--- config.mk ---
export PLATFORM = sky130hd
export DESIGN_NAME = irq_route_regs
export DESIGN_NICKNAME = d
export VERILOG_FILES = /design/src/rtl/irq_route_pkg.sv /design/src/rtl/irq_route_decode.sv /design/src/rtl/irq_route_entry.sv /design/src/rtl/irq_route_rdmux.sv /design/src/rtl/irq_route_regs.sv
export SDC_FILE = /design/constraint.sdc
export NUM_CORES = 2
export LEC_CHECK = 0
export ABC_AREA = 1
export BUFFER_PORTS_ARGS = -buffer_cell sky130_fd_sc_hd__clkbuf_2
export CAP_MARGIN = 20
export CORE_AREA = 10 10 616 618
export CTS_BUF_LIST = sky130_fd_sc_hd__clkbuf_4 sky130_fd_sc_hd__clkbuf_8
export DETAILED_ROUTE_END_ITERATION = 16
export DIE_AREA = 0 0 626 628
export PLACE_DENSITY = 0.36
export SYNTH_ARGS = -nofsm -noshare
export SYNTH_HDL_FRONTEND = slang
export SYNTH_HIERARCHICAL = 1
export SYNTH_SLANG_ARGS = --single-unit
--- constraint.sdc ---
create_clock -name clk -period 3.5 [get_ports clk]
set_clock_uncertainty 0.2 [all_clocks]
set_input_delay 0.175 -clock clk [delete_from_list [all_inputs] [get_ports clk]]
set_output_delay 0.175 -clock clk [all_outputs]
set_load 0.005 [all_outputs]
--- src/rtl/irq_route_pkg.sv ---
`timescale 1ns/1ps
// Package: shared constants and decode types for the redirection register block.
// Assumes a 32-bit bus, 8-bit register numbers and 64-bit table entries.
package irq_route_pkg;
    localparam int          DATA_W      = 32;
    localparam int          ENT_W       = 64;
    localparam int          SEL_W       = 8;
    localparam logic [7:0]  OFF_INDEX   = 8'h00;
    localparam logic [7:0]  OFF_WINDOW  = 8'h10;
    localparam logic [7:0]  NUM_ID      = 8'h00;
    localparam logic [7:0]  NUM_VER     = 8'h01;
    localparam logic [7:0]  NUM_TBL0    = 8'h10;
    localparam logic [7:0]  VER_CODE    = 8'h11;
    localparam int          MASK_BIT    = 16;
    localparam logic [63:0] ENT_RST_VAL = 64'h1 << MASK_BIT;

    // Window target chosen by the current register number
    typedef enum logic [1:0] {
        TGT_NONE = 2'd0,
        TGT_ID   = 2'd1,
        TGT_VER  = 2'd2,
        TGT_TBL  = 2'd3
    } tgt_e;
endpackage

--- src/rtl/irq_route_decode.sv ---
`timescale 1ns/1ps
// Module: irq_route_decode
// Turns the low address byte and the register number into a window target,
// an entry number and a half select. Purely combinational.
// Assumes NUM_ENT entries fit in the 8-bit register number space (NUM_ENT <= 120).
module irq_route_decode
    import irq_route_pkg::*;
#(
    parameter int NUM_ENT   = 24,
    parameter int ENT_IDX_W = 5
) (
    input  logic [7:0]           off,
    input  logic [SEL_W-1:0]     sel_num,
    output logic                 hit_index,
    output logic                 hit_window,
    output tgt_e                 tgt,
    output logic [ENT_IDX_W-1:0] ent_num,
    output logic                 upper_half
);
    localparam logic [6:0] NUM_ENT_L = 7'(NUM_ENT);

    logic [7:0] rel;
    logic [6:0] ent_wide;

    // Offset decode: only the two live offsets are recognised
    always_comb begin
        hit_index  = (off == OFF_INDEX);
        hit_window = (off == OFF_WINDOW);
    end

    // Register-number decode into target, entry number and half
    always_comb begin
        rel        = sel_num - NUM_TBL0;
        ent_wide   = rel[7:1];
        ent_num    = ent_wide[ENT_IDX_W-1:0];
        upper_half = sel_num[0];
        if (sel_num == NUM_ID)
            tgt = TGT_ID;
        else if (sel_num == NUM_VER)
            tgt = TGT_VER;
        else if (sel_num >= NUM_TBL0 && ent_wide < NUM_ENT_L)
            tgt = TGT_TBL;
        else
            tgt = TGT_NONE;
    end
endmodule

--- src/rtl/irq_route_entry.sv ---
`timescale 1ns/1ps
// Module: irq_route_entry
// One 64-bit table entry held as two independently written 32-bit halves.
// Assumes at most one of the half-write enables is high in a cycle.
module irq_route_entry
    import irq_route_pkg::*;
#(
    parameter logic [ENT_W-1:0] RST_VAL = ENT_RST_VAL
) (
    input  logic              clk,
    input  logic              rst_n,
    input  logic              wr_lo,
    input  logic              wr_hi,
    input  logic [DATA_W-1:0] wdata,
    output logic [ENT_W-1:0]  ent_q
);
    // Half-merge storage: each enable replaces only its own half
    always_ff @(posedge clk) begin
        if (!rst_n) begin
            ent_q <= RST_VAL;
        end else begin
            if (wr_lo) ent_q[DATA_W-1:0]     <= wdata;
            if (wr_hi) ent_q[ENT_W-1:DATA_W] <= wdata;
        end
    end
endmodule

--- src/rtl/irq_route_rdmux.sv ---
`timescale 1ns/1ps
// Module: irq_route_rdmux
// Forms the combinational read data from the index, identification,
// version and selected table entry. Returns zero when no read is strobed.
module irq_route_rdmux
    import irq_route_pkg::*;
#(
    parameter int NUM_ENT = 24
) (
    input  logic              rd,
    input  logic              hit_index,
    input  logic              hit_window,
    input  tgt_e              tgt,
    input  logic              upper_half,
    input  logic [SEL_W-1:0]  sel_num,
    input  logic [7:0]        id_q,
    input  logic [ENT_W-1:0]  ent_data,
    output logic [DATA_W-1:0] rdata
);
    localparam logic [DATA_W-1:0] VER_WORD =
        {8'h00, 8'(NUM_ENT - 1), 8'h00, VER_CODE};

    logic [DATA_W-1:0] win_data;

    // Window data by target
    always_comb begin
        unique case (tgt)
            TGT_ID:  win_data = {id_q, 24'h0};
            TGT_VER: win_data = VER_WORD;
            TGT_TBL: win_data = upper_half ? ent_data[ENT_W-1:DATA_W]
                                           : ent_data[DATA_W-1:0];
            default: win_data = '0;
        endcase
    end

    // Final read data by offset, gated by the read strobe
    always_comb begin
        rdata = '0;
        if (rd) begin
            if (hit_index)
                rdata = {{(DATA_W-SEL_W){1'b0}}, sel_num};
            else if (hit_window)
                rdata = win_data;
        end
    end
endmodule

--- src/rtl/irq_route_regs.sv ---
`timescale 1ns/1ps
// Module: irq_route_regs (top)
// Indirect register block: an index register at offset 0x00 selects the
// register seen through the window at offset 0x10. Holds the identification
// byte, a fixed version word and NUM_ENT 64-bit redirection entries, and
// pulses tbl_upd one cycle after each accepted table write.
// Assumes bus_rd and bus_wr are not raised in the same cycle.
module irq_route_regs
    import irq_route_pkg::*;
#(
    parameter int NUM_ENT   = 24,
    parameter int ADDR_W    = 12,
    parameter int ENT_IDX_W = $clog2(NUM_ENT)
) (
    input  logic                     clk,
    input  logic                     rst_n,
    input  logic                     bus_wr,
    input  logic                     bus_rd,
    input  logic [ADDR_W-1:0]        bus_addr,
    input  logic [DATA_W-1:0]        bus_wdata,
    output logic [DATA_W-1:0]        bus_rdata,
    output logic                     tbl_upd,
    output logic [ENT_IDX_W-1:0]     tbl_upd_idx,
    output logic [NUM_ENT*ENT_W-1:0] tbl_flat
);
    logic [SEL_W-1:0]     sel_q;
    logic [7:0]           id_q;
    logic                 hit_index;
    logic                 hit_window;
    tgt_e                 tgt;
    logic [ENT_IDX_W-1:0] ent_num;
    logic                 upper_half;
    logic                 tbl_wr;
    logic [ENT_W-1:0]     ent_data;
    logic [ENT_W-1:0]     ent_q [NUM_ENT];
    logic                 addr_unused;

    assign addr_unused = ^bus_addr[ADDR_W-1:8];

    irq_route_decode #(
        .NUM_ENT   (NUM_ENT),
        .ENT_IDX_W (ENT_IDX_W)
    ) u_dec (
        .off        (bus_addr[7:0]),
        .sel_num    (sel_q),
        .hit_index  (hit_index),
        .hit_window (hit_window),
        .tgt        (tgt),
        .ent_num    (ent_num),
        .upper_half (upper_half)
    );

    assign tbl_wr = bus_wr && hit_window && (tgt == TGT_TBL);

    // Index register: loaded only by writes to the index offset
    always_ff @(posedge clk) begin
        if (!rst_n)
            sel_q <= '0;
        else if (bus_wr && hit_index)
            sel_q <= bus_wdata[SEL_W-1:0];
    end

    // Identification register: keeps only the top data byte
    always_ff @(posedge clk) begin
        if (!rst_n)
            id_q <= '0;
        else if (bus_wr && hit_window && tgt == TGT_ID)
            id_q <= bus_wdata[DATA_W-1:DATA_W-8];
    end

    // Update pulse and entry number for the dispatch rescan
    always_ff @(posedge clk) begin
        if (!rst_n) begin
            tbl_upd     <= 1'b0;
            tbl_upd_idx <= '0;
        end else begin
            tbl_upd <= tbl_wr;
            if (tbl_wr) tbl_upd_idx <= ent_num;
        end
    end

    // One storage slice per entry, with its half-write enables
    for (genvar g = 0; g < NUM_ENT; g++) begin : g_ent
        logic hit;
        assign hit = tbl_wr && (ent_num == ENT_IDX_W'(g));
        irq_route_entry #(
            .RST_VAL (ENT_RST_VAL)
        ) u_ent (
            .clk   (clk),
            .rst_n (rst_n),
            .wr_lo (hit && !upper_half),
            .wr_hi (hit && upper_half),
            .wdata (bus_wdata),
            .ent_q (ent_q[g])
        );
        assign tbl_flat[g*ENT_W +: ENT_W] = ent_q[g];
    end

    // Entry selection for reads
    always_comb begin
        ent_data = '0;
        for (int i = 0; i < NUM_ENT; i++)
            if (ent_num == ENT_IDX_W'(i)) ent_data = ent_q[i];
    end

    irq_route_rdmux #(
        .NUM_ENT (NUM_ENT)
    ) u_rd (
        .rd         (bus_rd),
        .hit_index  (hit_index),
        .hit_window (hit_window),
        .tgt        (tgt),
        .upper_half (upper_half),
        .sel_num    (sel_q),
        .id_q       (id_q),
        .ent_data   (ent_data),
        .rdata      (bus_rdata)
    );
endmodule

After elaboration in Yosys (flattened, before gate mapping)
Index checks and enable logic that the tools add are counted.
Cells by class
  $add $sub $neg: 1
  order comparisons: 2
  eq/ne operators: 28
  muxes and demuxes: 32
  reductions and logical operators: 81
Operator list (number)
  $mux 64: 24
  $mux 32: 4
  $pmux 32 s3: 1
  $logic_and 1x1->1: 77
  $eq 5x4->1 const B: 8
  $eq 5x5->1 const B: 8
  $eq 5x3->1 const B: 4
  $logic_not 8->1: 2
  $eq 5x2->1 const B: 2
  $eq 8x1->1 const B: 1
  $eq 8x5->1 const B: 1
  $ge 8x5->1 const B: 1
  $sub 8x5->8 const B: 1
  $lt 7x5->1 const B: 1
  $mux 2: 3
  $eq 5x1->1 const B: 1
  $logic_not 5->1: 1
  $eq 2x2->1 const B: 2
  $eq 2x1->1 const B: 1
  $logic_not 1->1: 1
Storage, ports and cells
  register bits after elaboration: 1558
  output and inout bits: 1574
  logic and storage cells: 196

Longest topological paths before layout
  word-level depth: 31
  mapped depth: 26
  depth with buffers taken out: 24

Hierarchy
Netlist, hierarchy kept.
By module, submodules not included
  irq_route_entry: instances 24, cells each 373, area an instance 2573.7 um^2, seq. area each 1281.2 um^2
  irq_route_regs: instances 1, cells each 3240, area an instance 14258.7 um^2, seq. area each 440.4 um^2
  irq_route_rdmux: instances 1, cells each 170, area an instance 765.7 um^2, seq. area each 0.0 um^2
  irq_route_decode: instances 1, cells each 41, area an instance 211.5 um^2, seq. area each 0.0 um^2

Worst setup path before layout
OpenSTA, ideal clock, no wires.
  kind: register -> register
  start: reg sel_q[4]
  end: reg g_ent[1].u_ent.ent_q[16]
  setup time: 121 ps
  arrival: 2579 ps
  required time: 3179 ps
  slack: 601 ps
  stages on the path, launching flop included: 18
  cells stage by stage: dfxtp_1 > inv_2 > ha_1 > inv_1 > nand2_1 > nor2_2 > nand2_1 > nand2_1 > inv_1 > nor3_1 > inv_2 > clkbuf_1 > nor3_1 > buf_6 > buf_6 > inv_1 > nand2_1 > nand3_1
On the way
  cells in the longest elaborated chain, start to end: 10
RTL lines
  from (decl): line irq_route_regs.sv:26  | logic [SEL_W-1:0] sel_q;
  from (signal assigned): line irq_route_regs.sv:60  | sel_q <= bus_wdata[SEL_W-1:0];
  $sub 8x5->8: line irq_route_decode.sv:33  | rel = sel_num - NUM_TBL0;
  via ent_num[3]: line irq_route_regs.sv:31  | logic [ENT_IDX_W-1:0] ent_num;
  $lt 7x5->1: line irq_route_decode.sv:41  | else if (sel_num >= NUM_TBL0 && ent_wide < NUM_ENT_L)
  $logic_and 1x1->1: line irq_route_decode.sv:41
  $mux 2: line irq_route_decode.sv:41
  $mux 2: line irq_route_decode.sv:39  | else if (sel_num == NUM_VER)
  $mux 2: line irq_route_decode.sv:37  | if (sel_num == NUM_ID)
  via tgt[1]: line irq_route_regs.sv:30  | tgt_e tgt;
  $eq 2x2->1: line irq_route_regs.sv:53  | assign tbl_wr = bus_wr && hit_window && (tgt == TGT_TBL);
  $logic_and 1x1->1: line irq_route_regs.sv:53
  $logic_and 1x1->1: line irq_route_regs.sv:85  | assign hit = tbl_wr && (ent_num == ENT_IDX_W'(g));
  $logic_and 1x1->1: line irq_route_regs.sv:91  | .wr_lo (hit && !upper_half),
  to (signal, indexed assignment): line irq_route_entry.sv:22  | if (wr_lo) ent_q[DATA_W-1:0] <= wdata;
  to (signal, indexed assignment): line irq_route_entry.sv:23  | if (wr_hi) ent_q[ENT_W-1:DATA_W] <= wdata;
  to (decl): line irq_route_entry.sv:15  | output logic [ENT_W-1:0] ent_q
The timed path passes the listed nets, and every way through them passes these cells.
A chain may end at the register's enable or synchronous reset.

Final worst setup path
  start: reg sel_q[5]
  end: out bus_rdata[3]
On the way
  cells in the longest elaborated chain, start to end: 31
RTL lines
  $sub 8x5->8 *: line irq_route_decode.sv:33
  via ent_num[4]: line irq_route_regs.sv:31
  $logic_not 5->1: line irq_route_regs.sv:103  | if (ent_num == ENT_IDX_W'(i)) ent_data = ent_q[i];
  $mux 64 (23 in a row): line irq_route_regs.sv:103
  $mux 64 *: line irq_route_regs.sv:103
  via ent_data[3]: line irq_route_regs.sv:34  | logic [ENT_W-1:0] ent_data;
  $mux 32 *: line irq_route_rdmux.sv:30  | TGT_TBL: win_data = upper_half ? ent_data[ENT_W-1:DATA_W]
  $pmux 32 s3 *: line irq_route_rdmux.sv:27  | unique case (tgt)
  $mux 32 *: line irq_route_rdmux.sv:42  | else if (hit_window)
  $mux 32 *: line irq_route_rdmux.sv:40  | if (hit_index)
  $mux 32 *: line irq_route_rdmux.sv:39  | if (rd) begin
  to (decl): line irq_route_regs.sv:21  | output logic [DATA_W-1:0] bus_rdata,
Mark *: on every way through the listed nets, which the timed path passes. The rest lies on a longest branch.

==> results.sh <==
export IMPL_grt_pass1_wl_mm=783
export IMPL_synth_seq_cells=1558
export IMPL_wl_mm=608
export IMPL_die_w_microns=626
export IMPL_irDropWorstVdd_mv=0.281
export IMPL_clock_fmax_mhz=166
export IMPL_pin_count=1622
export IMPL_grt_max_degree=107
export IMPL_worst_slack_ps=-2510
export IMPL_start_util_pct=21.0
export IMPL_ys_warn_count=6
export IMPL_final_common_cell="nand2_1"
export IMPL_fill_cells=41900
export IMPL_clock_latency_ps=1050
export IMPL_crit_path_start_kind="flop"
export IMPL_syn_avg_cell_area_sq_um=6.21
export IMPL_place_area_sq_um=96500
export IMPL_cts_inserted_buffers=328
export IMPL_final_cell_mix="nand2_1, nor2_1, clkbuf_2"
export IMPL_maxCapViolations=0
export IMPL_nNetsFinal=14900
export IMPL_slew_violations=0
export IMPL_layout_drive_gt1_share_pct=27.0
export IMPL_dp_hpwl_mm=480
export IMPL_status="finished with violations"
export IMPL_grt_pass1_vias=81600
export IMPL_yosysSeqAreaShare_pct=40.5
export IMPL_power_mw=41.3
export IMPL_fp_row_count=223
export IMPL_tightest_slew_ps=1250
export IMPL_worst_endpoint_arrival_ps=5630
export IMPL_grt_overflow=0
export IMPL_fin_setup_tns_ps=-71180
export IMPL_clkSinkCount=1558
export IMPL_htreeDepth=5
export IMPL_gp_congestion=0.963
export IMPL_port_buffers=1617
export IMPL_die_area_sq_um=393000
export IMPL_fin_hold_ws_ps=93.4
export IMPL_failed_checks="setup timing"
export IMPL_area_delta_synth_final_pct=39.7
export IMPL_p_leak_nw=51.3
export IMPL_die_h_microns=628
export IMPL_grt_usage_pct=29.1
export IMPL_slowest_delay_ps=330
export IMPL_netlist_area_sq_um=77000
export IMPL_firstDrtPassIters=6
export IMPL_syn_inst=12400
export IMPL_cp_end_kind="output port"
export IMPL_rsz0062_at_grt="true"
export IMPL_core_area_sq_um=367000
export IMPL_drt_iter0_drc=8881
export IMPL_path_clk_slew_ps=60
export IMPL_cts_buffer_depth=4
export IMPL_pre_cts_ws_ps=-2640
export IMPL_finalSetupViolCount=32
export IMPL_viasPerCell=4.46
export IMPL_route_detailed_drc=0
export IMPL_power_density_nw_per_um2=384
export IMPL_ys_types=27
export IMPL_post_route_min_period_ps=6010
export IMPL_slowest_stage="dfxtp_2"
export IMPL_postLayoutCoreUtil_pct=29.3
export IMPL_cts_root_buf="clkbuf_8"
export IMPL_vias=88900
export IMPL_critPathMostFrequentCell="nand2_4"
export IMPL_fin_crit_sh_pct=172
export IMPL_hold_class="in2reg"
export IMPL_synth_nets=12500
export IMPL_hold_viol_final=0
export IMPL_dp_cells=19300
export IMPL_worstPathRequired_ps=3120
export IMPL_layout_cells_non_filler=19900
export IMPL_finalInstanceArea_sq_um=108000
export IMPL_tritoncts="built"
export IMPL_final_antenna_net_count=0
export IMPL_crit_type="reg2out"
export IMPL_antenna_found_initial=29
export IMPL_drt_wirelength_per_cell_microns=30.5
export IMPL_crit_fanout=5
export IMPL_timing_slew_headroom_pct=16.7
==> Yosys cell counts <==
cell	instances	share of area, %
nand2_2	1	0.0081
clkbuf_1	146	0.71
nand3_1	216	1.4
buf_1	8	0.039
nor3b_2	1	0.016
nand4_1	289	2.3
buf_2	47	0.31
dfxtp_1	1558	41
or2_0	38	0.31
nor2_2	9	0.073
buf_6	337	4.9
nor3_1	55	0.36
nor3_2	2	0.026
a21oi_1	91	0.59
or2_2	138	1.1
inv_2	15	0.073
a21oi_2	10	0.11
inv_1	1149	5.6
nor2_1	3442	17
ha_1	2	0.032
nand2_4	1	0.015
buf_4	176	1.7
clkinv_1	1	0.0049
or2_1	25	0.20
nor2_4	4	0.058
o21ai_0	22	0.14
nand2_1	4620	23
==> worst max-delay path, delay by kind of cell (launching register included) <==
family        cells  cell delay [ps]
simple gates     19             2800
fa+ha+maj         1              240
flops             1              330
buf+inv           8             1180
==> repair_timing <==
action / 4_1_cts / 5_1_grt
pin swaps: 282 / 347
resized for setup: 651 / 285
hold buffers: 47 / 0
gates cloned: 4 / 7
hold endpoints to repair: 1558 / 0
setup buffers: 30 / 21
endpoints found under the setup margin: 81 / 104
==> layer usage <==
metal / vias up / GRT usage [%] / share of wire, %
li1: 41800 / - / -
met5: - / 0 / 0.0090
met1: 42400 / 33.2 / 38
met2: 3763 / 48.9 / 47
met3: 934 / 8.16 / 8.5
met4: 8 / 16.4 / 7.2
==> registers in the layout, indices dropped and copies added, names as in the netlist <==
name / flops
tbl_upd_idx: 5
tbl_upd: 1
g_ent.u_ent/ent_q: 1536
sel_q: 8
id_q: 8
==> worst paths after layout <==
| path | from | endpoint | slack (ps) | cells past startpoint |
|---|---|---|---|---|
| setup / recovery | sel_q[5] | bus_rdata[3] | -2510 | 28 |
| hold / removal | rst_n | g_ent[1].u_ent/ent_q[20] | 90 | 4 |
| setup reg to reg | sel_q[5] | g_ent[15].u_ent/ent_q[14] | 60 | 19 |
| hold reg to reg | g_ent[21].u_ent/ent_q[44] | g_ent[21].u_ent/ent_q[44] | 280 | 2 |
==> layout make-up <==
| cell class | instances | area [sq um] | area share (%) |
|---|---|---|---|
| diodes | 18 | 45.0 | 0.0419 |
| clock buffers | 534 | 6640 | 6.17 |
| clock inverters | 35 | 309 | 0.287 |
| inverters | 1165 | 4390 | 4.08 |
| multi-input cells | 8969 | 38700 | 36.0 |
| flip-flops and latches | 1558 | 31200 | 29.0 |
| well taps | 4837 | 6050 | 5.63 |
| repair buffers | 2822 | 20300 | 18.8 |
==> where the power goes <==
group,switching [mW],internal [mW]
Combinational,1.41,0.447
Sequential,0.000418,17.7
Clock,9.66,12.1
Total,11.1,30.3
==> kinds of logic (layout without fill, tap and decap cells) <==
group,Yosys count,count (layout),share of synthesized area (%)
DFF,1558,1558,40.5
other,0,18,0
adders and majority gates,2,2,0.0325
and+or+nand+nor,8841,8844,45.2
buffers and inverters,1879,4556,13.4
AOI/OAI and AO/OA,123,123,0.848
Note: power is estimated with default switching activity, not from simulation.
